File: src/rtl/lcd_raster_pkg.sv
package lcd_raster_pkg;
  // control-to-datapath strobes
  typedef struct packed {
    logic countEn;     // counters advance
    logic loadShadow;  // capture timing words and polarity
  } rasterStrobe_t;

  localparam int POL_V_IDX = 2;
  localparam int POL_H_IDX = 1;
  localparam int POL_D_IDX = 0;
endpackage

File: src/rtl/lcd_raster_ctrl.sv
module lcd_raster_ctrl
  import lcd_raster_pkg::*;
(
  input  logic          clk,
  input  logic          rstN,
  input  logic          runReq,
  input  logic          lastDot,
  output rasterStrobe_t strobe,
  output logic [1:0]    pwrState
);
  logic running;

  always_ff @(posedge clk or negedge rstN) begin
    if (!rstN) running <= 1'b0;
    else       running <= runReq;
  end

  always_comb begin
    strobe.countEn    = running;
    // latch on the start edge or on the final dot of a frame
    strobe.loadShadow = runReq & (~running | lastDot);
    pwrState          = running ? 2'b11 : 2'b00;
  end


  start_run_chk: assert property (@(posedge clk) disable iff (!rstN)
    (pwrState == 2'b00 && runReq) |=> (pwrState == 2'b11));
endmodule

File: src/rtl/lcd_raster_count.sv
module lcd_raster_count
  import lcd_raster_pkg::*;
#(
  parameter int HALF_W    = 16,
  parameter int DOT_SHIFT = 3
) (
  input  logic              clk,
  input  logic              rstN,
  input  rasterStrobe_t     strobe,
  input  logic [2:0]        syncPol,
  input  logic [2*HALF_W-1:0] horizWord,
  input  logic [2*HALF_W-1:0] hsyncWord,
  input  logic [2*HALF_W-1:0] vertWord,
  input  logic [2*HALF_W-1:0] vsyncWord,
  output logic              hsyncOut,
  output logic              vsyncOut,
  output logic              deOut,
  output logic              frameStart,
  output logic              vsStart,
  output logic              vsEnd,
  output logic              lastDot
);
  localparam int HCNT_W = HALF_W + DOT_SHIFT;
  localparam logic [DOT_SHIFT-1:0] DOT_ZERO = '0;

  // latched timing
  logic [HALF_W-1:0] hTot, hAct, hsPos, hsWid;
  logic [HALF_W-1:0] vTot, vAct, vsPos, vsWid;
  logic [2:0]        polShadow;

  logic [HCNT_W-1:0] hCnt;
  logic [HALF_W-1:0] vCnt;

  logic [HCNT_W-1:0] hEnd;
  logic [HCNT_W:0]   hsLo, hsHi, hCntX;
  logic [HALF_W:0]   vsHiLine;
  logic              lineEnd, frameEnd;
  logic              hsAct, vsAct, deAct;

  always_ff @(posedge clk or negedge rstN) begin
    if (!rstN) begin
      hTot <= '0; hAct <= '0; hsPos <= '0; hsWid <= '0;
      vTot <= '0; vAct <= '0; vsPos <= '0; vsWid <= '0;
      polShadow <= '0;
    end else if (strobe.loadShadow) begin
      hTot  <= horizWord[HALF_W-1:0];
      hAct  <= horizWord[2*HALF_W-1:HALF_W];
      hsPos <= hsyncWord[HALF_W-1:0];
      hsWid <= hsyncWord[2*HALF_W-1:HALF_W];
      vTot  <= vertWord[HALF_W-1:0];
      vAct  <= vertWord[2*HALF_W-1:HALF_W];
      vsPos <= vsyncWord[HALF_W-1:0];
      vsWid <= vsyncWord[2*HALF_W-1:HALF_W];
      polShadow <= syncPol;
    end
  end

  always_comb begin
    hEnd     = {hTot, DOT_ZERO} - HCNT_W'(1);
    lineEnd  = (hCnt == hEnd);
    frameEnd = (vCnt == vTot - HALF_W'(1));
    lastDot  = strobe.countEn & lineEnd & frameEnd;

    hCntX    = {1'b0, hCnt};
    hsLo     = {1'b0, hsPos, DOT_ZERO};
    hsHi     = {({1'b0, hsPos} + {1'b0, hsWid}), DOT_ZERO};
    vsHiLine = {1'b0, vsPos} + {1'b0, vsWid};

    hsAct = strobe.countEn && (hCntX >= hsLo) && (hCntX < hsHi);
    vsAct = strobe.countEn && (vCnt >= vsPos) && ({1'b0, vCnt} < vsHiLine);
    deAct = strobe.countEn && (hCnt < {hAct, DOT_ZERO}) && (vCnt < vAct);

    hsyncOut = hsAct ^ polShadow[POL_H_IDX];
    vsyncOut = vsAct ^ polShadow[POL_V_IDX];
    deOut    = deAct ^ polShadow[POL_D_IDX];

    frameStart = strobe.countEn && (hCnt == '0) && (vCnt == '0);
    vsStart    = strobe.countEn && (hCnt == '0) && (vCnt == vsPos);
    vsEnd      = strobe.countEn && (hCnt == '0) && ({1'b0, vCnt} == vsHiLine);
  end

  always_ff @(posedge clk or negedge rstN) begin
    if (!rstN) begin
      hCnt <= '0;
      vCnt <= '0;
    end else if (!strobe.countEn) begin
      hCnt <= '0;
      vCnt <= '0;
    end else if (lineEnd) begin
      hCnt <= '0;
      vCnt <= frameEnd ? '0 : vCnt + HALF_W'(1);
    end else begin
      hCnt <= hCnt + HCNT_W'(1);
    end
  end


  fs_single_chk: assert property (@(posedge clk) disable iff (!rstN)
    frameStart |=> !frameStart);

  idle_clear_chk: assert property (@(posedge clk) disable iff (!rstN)
    !strobe.countEn |=> (hCnt == '0 && vCnt == '0));

  vss_in_sync_chk: assert property (@(posedge clk) disable iff (!rstN)
    (vsStart && vsWid != '0) |-> vsAct);

  hcnt_bound_chk: assert property (@(posedge clk) disable iff (!rstN)
    strobe.countEn |-> (hCnt <= hEnd));
endmodule

File: src/rtl/lcd_raster_timer.sv
module lcd_raster_timer
  import lcd_raster_pkg::*;
#(
  parameter int HALF_W    = 16,
  parameter int DOT_SHIFT = 3
) (
  input  logic                clk,
  input  logic                rstN,
  input  logic                runReq,
  input  logic [2:0]          syncPol,
  input  logic [2*HALF_W-1:0] horizWord,
  input  logic [2*HALF_W-1:0] hsyncWord,
  input  logic [2*HALF_W-1:0] vertWord,
  input  logic [2*HALF_W-1:0] vsyncWord,
  output logic                hsyncOut,
  output logic                vsyncOut,
  output logic                deOut,
  output logic                frameStart,
  output logic                vsStart,
  output logic                vsEnd,
  output logic [1:0]          pwrState
);
  rasterStrobe_t strobe;
  logic          lastDot;

  lcd_raster_ctrl u_ctrl (
    .clk(clk), .rstN(rstN), .runReq(runReq), .lastDot(lastDot),
    .strobe(strobe), .pwrState(pwrState)
  );

  lcd_raster_count #(.HALF_W(HALF_W), .DOT_SHIFT(DOT_SHIFT)) u_count (
    .clk(clk), .rstN(rstN), .strobe(strobe), .syncPol(syncPol),
    .horizWord(horizWord), .hsyncWord(hsyncWord),
    .vertWord(vertWord), .vsyncWord(vsyncWord),
    .hsyncOut(hsyncOut), .vsyncOut(vsyncOut), .deOut(deOut),
    .frameStart(frameStart), .vsStart(vsStart), .vsEnd(vsEnd),
    .lastDot(lastDot)
  );
endmodule

File: config.mk
export PLATFORM = sky130hd
export DESIGN_NAME = lcd_raster_timer
export DESIGN_NICKNAME = d
export VERILOG_FILES = /design/src/rtl/lcd_raster_pkg.sv /design/src/rtl/lcd_raster_ctrl.sv /design/src/rtl/lcd_raster_count.sv /design/src/rtl/lcd_raster_timer.sv
export SDC_FILE = /design/constraint.sdc
export NUM_CORES = 1
export LEC_CHECK = 0
export BUFFER_PORTS_ARGS = -buffer_cell sky130_fd_sc_hd__buf_2
export CAP_MARGIN = 20
export CELL_PAD_IN_SITES_DETAIL_PLACEMENT = 1
export CELL_PAD_IN_SITES_GLOBAL_PLACEMENT = 2
export CORE_MARGIN = 2
export CORE_UTILIZATION = 30
export DETAILED_ROUTE_END_ITERATION = 6
export PLACE_DENSITY = 0.74
export SYNTH_ARGS = -nofsm -noshare
export SYNTH_HDL_FRONTEND = slang
export SYNTH_HIERARCHICAL = 1
export SYNTH_SLANG_ARGS = --single-unit
File: constraint.sdc
create_clock -name clk -period 8.5 [get_ports clk]
set_input_delay 0.425 -clock clk [delete_from_list [all_inputs] [get_ports clk]]
set_output_delay 0.425 -clock clk [all_outputs]
set_load 0.01 [all_outputs]
== Word-level counts from Yosys, hierarchy flattened ==
Index checks and enable logic that the tools add are counted.
Word-level totals
  latch bits: 0
  memories kept: 0
  bits in registers: 167
  output and inout bits: 8
  word-level logic and storage cells: 55
  memory bits (read-only): 0
  bits in writable memories: 0
Cells by class
  shifts and indexed selects: 0
  multiply operators: 0
  bitwise operators: 8
  equality and inequality tests: 5
  div/mod/pow operators: 0
  $lt $le $gt $ge: 6
  mux-type cells: 6
  add/subtract/negate cells: 6
  reductions and logical operators: 12
Operators with widths (count)
  $mux 16: 3
  $mux 19: 2
  $add 16x16->17: 2
  $eq 16x16->1: 2
  $lt 19x20->1: 1
  $add 19x1->19 const B: 1
  $eq 19x19->1: 1
  $ge 19x19->1: 1
  $logic_not 19->1: 1
  $lt 19x19->1: 1
  $sub 19x1->19 const B: 1
  $eq 16x17->1: 1
  $lt 16x17->1: 1
  $add 16x1->16 const B: 1
  $ge 16x16->1: 1
  $logic_not 16->1: 1
  $lt 16x16->1: 1
  $sub 16x1->16 const B: 1
  $logic_and 1x1->1: 10
  $and 1x1->1: 3
  $xor 1x1->1: 3
  $mux 2: 1
  $ne 2x1->1 const B: 1
  $not 1->1: 1
  $or 1x1->1: 1

== Longest topological paths before layout ==
  word-level depth: 6
  depth in mapped cells: 19

== Hierarchy ==
Netlist, hierarchy kept.
Modules (own cells, without submodules)
  lcd_raster_count: sequential area each 4154.0 µm², cells each 1187, times used 1, area each 11334.6 µm²
  lcd_raster_ctrl: sequential area each 25.0 µm², cells each 6, times used 1, area each 58.8 µm²

== Least setup slack after synthesis ==
No wires, ideal clock.
  kind: register to output
  start: reg u_count.hsPos[0]
  end: out hsyncOut
  setup slack: 4.585 ns
  stages on the path, launching flop included: 18
  data arrival time: 3.490 ns
  buffers on the path: 0
  cells stage by stage: dfrtp_1 > ha_1 > fa_1 > a211oi_1 > nor2_1 > o21a_1 > nor2_1 > nor2b_1 > o21a_1 > o31ai_1 > ha_1 > and3_1 > a211oi_1 > o21ai_0 > a221oi_1 > o22a_1 > o2111ai_1 > xnor2_1
On the way
  longest elaborated chain between the ends: 4
RTL lines
  start: declaration: line lcd_raster_count.sv:27  | logic [HALF_W-1:0] hTot, hAct, hsPos, hsWid;
  start signal: assignment: line lcd_raster_count.sv:48  | hsPos <= hsyncWord[HALF_W-1:0];
  $add 16x16->17 or $ge 19x19->1 (tied branches): line lcd_raster_count.sv:66, lcd_raster_count.sv:69
  $lt 19x20->1 or $logic_and 1x1->1 (tied branches): line lcd_raster_count.sv:69  | hsAct = strobe.countEn && (hCntX >= hsLo) && (hCntX < hsHi);
  $logic_and 1x1->1 (*): line lcd_raster_count.sv:69
  $xor 1x1->1 (*): line lcd_raster_count.sv:73  | hsyncOut = hsAct ^ polShadow[POL_H_IDX];
  end: declaration: line lcd_raster_timer.sv:15  | output logic hsyncOut,
Mark *: on every way between the ends. The rest lies on a longest branch, timed or not.

== Final worst setup path ==
Ends and elaborated chain as after synthesis.

==> impl_metrics.csv <==
group,metric,value,unit
status,status,"finished clean",
cts,cts_setup_buffers,0,
critical_path,path_max_fanout,3,
cts,cts-htree-levels,4,
cts,cts_buffer_depth,2,
global_route,grt_pass1_wl,52.61,mm
run,maxCapViolCount,0,
drt,first_pass_iters,4,
power_and_ir_drop,power_frac_clock,33.9,%
placed_design,hpwl,24.34,mm
synthesis,synth_top_family_by_area,"simple AND/OR/NAND/NOR gates",
synthesis,synth_fa_ha_area_share,14.74,%
synthesis,async_reset_ff_share,100.0,%
sta,max_freq,200.7,MHz
synthesis,synth_common_cells,"dfrtp_1 (167), ha_1 (131), o21ai_0 (107)",
layout,area_growth,16.20,%
synthesis,ys_seq_elements,167,
critical_path,worstSetupPathType,"reg2out",
synthesis,muxShareOfSynthArea,6.798,%
power_and_ir_drop,ir_drop,137.6,uV
die,design.die.area,39550,um^2
critical_path,worst_setup_path_end_kind,"output port",
sta,fin_crit_sh,58.62,%
cts,clockRootBuffer,"clkbuf_16",
critical_path,startpoint_type,"flip-flop",
die,start_util,30.32,%
synthesis,synth_area,11390,um^2
worst_hold_path,min_path_cells,1,
synthesis,syn_nets,1460,
cts,path_clk_slew,0.07,ns
power_and_ir_drop,power_density,186.6,nW/um^2
die,io_pins,142,
synthesis,synth_seq_area_share,36.68,%
sta,max_slew.worst_pin.slew,0.8480,ns
worst_hold_path,hp-class,"in2reg",
sta,hold_violations,0,
power_and_ir_drop,power_switching_share,31.61,%
layout,antenna_cells,0,
sta,maxSlewViolCount,0,
synthesis,yosysTopAreaCell,"dfrtp_1",
global_route,grt_max_degree,85,
sta,finClkSkew,0.01194,ns
synthesis,ys.flop_type,"dfrtp_1",
cts,insertion_delay,0.45,ns
cts,cts_sinks,167,
drt,via_per_inst,5.010,
global_route,grt_usage,17.20,%
die,die_y,198.9,um
drt,totalWireLength,32.63,mm
power_and_ir_drop,p_sw,781.1,uW
synthesis,yosysWarnings,6,
drt,remaining_drc_errors,0,
synthesis,yosysTopAreaCellShare,36.68,%
synthesis,synth_compound_area_share,14.41,%
synthesis,synth_cell_types,74,
sta,rsz0062_at_grt,"no",
synthesis,synth_edf_count,0,
drt,via_count,9224,
synthesis,yosys.area_share.simple,16.56,%
power_and_ir_drop,sequentialPowerShare,38.7,%
layout,drive_gt1_share,19.40,%
cts,tritoncts,"built",
power_and_ir_drop,pwr-share-comb,27.4,%
sta,setup-violations-final,0,
sta,relSlewSlack,43.47,%
synthesis,syn-mean-instance-area,9.550,um^2
die,rows,71,
cts,cts_buffers,17,
synthesis,synth-xor-area-share,6.380,%
synthesis,synth_area_leaders,"dfrtp_1 (37%), ha_1 (14%), mux2_2 (6.5%), o21ai_0 (4.7%), xnor2_1 (4.0%)",
power_and_ir_drop,leakage,0.006145,uW
die,coreArea,37580,um^2
synthesis,synth_cells,1193,
critical_path,r2r_cells,15,
drt,antenna_left,0,
drt,drtIter0Drc,280,
placed_design,place.gp.congestion,0.7769,
critical_path,cp.arrival,4.56,ns
critical_path,cp_data_required_time,8.08,ns
drt,routedWlPerCell,17.72,um
global_route,antenna_found_initial,0,
global_route,grt_pass1_vias,9578,
layout,nets,1586,
placed_design,port_buffers,141,
layout,final_core_util,35.23,%
sta,fin_setup_tns,0,ns
global_route,grt-ovfl-total,0,
power_and_ir_drop,p_int,1690,uW
sta,layout_min_cycle_time,4.982,ns
die,die_width,198.9,um
synthesis,synth_most_common_cell,"dfrtp_1",
[path summary, 6_finish.rpt]
kind | startpoint | endpoint | slack, ns
max in group asynchronous | rstN | u_count/hAct[14] | 6.07
max reg2reg | u_count/hTot[0] | u_count/hTot[4] | 3.66
min reg2reg | u_count/hCnt[0] | u_count/hCnt[0] | 0.50
max | u_count/hsPos[0] | hsyncOut | 3.52
min | runReq | u_ctrl/running | 0.15
min in group asynchronous | rstN | u_count/hsWid[15] | 0.56
[stage by stage]
step | cells | setup slack, ns | total power [uW] | instance area [um^2] | hold WS, ns
after floorplan | 1193 | 4.585 | 1437 | 11390 | 0.1294
after global placement | 1810 | 3.786 | 1627 | 12620 | 0.4697
after detailed placement | 1810 | 3.684 | 1648 | 12620 | 0.4778
after CTS | 1841 | 3.449 | 2511 | 13240 | 0.1259
after global routing | 1841 | 3.085 | 2647 | 13240 | 0.1167
final | 1841 | 3.518 | 2471 | 13240 | 0.1506
[layout by cell type (no fill, tap or decap), drive strengths merged, types with 31 or more instances in the layout]
cell type	netlist	final
a21oi	32	32
buf	9	148
dfrtp	167	167
ha	131	131
inv	84	84
mux2	67	67
nand2	100	100
nor2	72	72
o21ai	116	116
xnor2	52	52
xor2	31	31
[area by class of cell]
class | count | area, um^2
fill | 4355 | 24340
tap | 511 | 639.4
sequential | 167 | 4179
timing repair buffer | 149 | 774.5
multi-input combinational | 900 | 6720
clock inverter | 9 | 150.1
inverter | 84 | 315.3
clock buffer | 21 | 460.4
[flip-flops by register name, indices dropped and copies added, names as in the netlist]
| register | count |
|---|---|
| u_count/hAct | 16 |
| u_count/hCnt | 19 |
| u_count/hTot | 16 |
| u_count/hsPos | 16 |
| u_count/hsWid | 16 |
| u_count/polShadow | 3 |
| u_count/vAct | 16 |
| u_count/vCnt | 16 |
| u_count/vTot | 16 |
| u_count/vsPos | 16 |
| u_count/vsWid | 16 |
| u_ctrl/running | 1 |
[critical path, stage by stage, from the launching register on]
cell,delay [ns]
dfrtp_1,0.40
ha_1,0.23
fa_1,0.43
a211oi_1,0.36
nor2_1,0.12
o21a_1,0.18
nor2_1,0.15
nor2b_1,0.07
o21a_1,0.16
o31ai_1,0.24
ha_1,0.29
and3_1,0.17
a211oi_1,0.19
o21ai_0,0.15
a221oi_1,0.27
o22a_1,0.17
o2111ai_1,0.18
xnor2_1,0.20
buf_2,0.15
[per-layer routing]
layer / track usage, % / up-vias / part of all wire [%]
li1: - / 4545 / -
met1: 23.29 / 4524 / 49
met2: 28.50 / 132 / 47
met3: 2.662 / 23 / 2.7
met4: 4.588 / 0 / 1.5
met5: 0 / - / 0
[power groups by stage]
stage / clock (uW) / combinational (uW) / sequential, uW
after floorplan: 0 / 492 / 945
after global routing: 897 / 781 / 969
after global placement: 0 / 659 / 968
after CTS: 865 / 689 / 957
after detailed placement: 0 / 677 / 971
final: 838 / 677 / 955
[logic make-up after synthesis]
kind of cell	count (synthesis)
AND/OR/NAND/NOR	360
AO/OA/AOI/OAI	255
flip-flops	167
adder cells (fa/ha/maj)	133
buffers and inverters	126
XOR/XNOR	83
multiplexers	69
[repair_timing]
| action | in CTS | in global routing |
|---|---|---|
| hold buffers | 1 | 0 |
| hold endpoints to repair | 28 | 0 |
| resized for setup | 0 | 0 |
No activity file was read; power rests on OpenSTA's default activity.
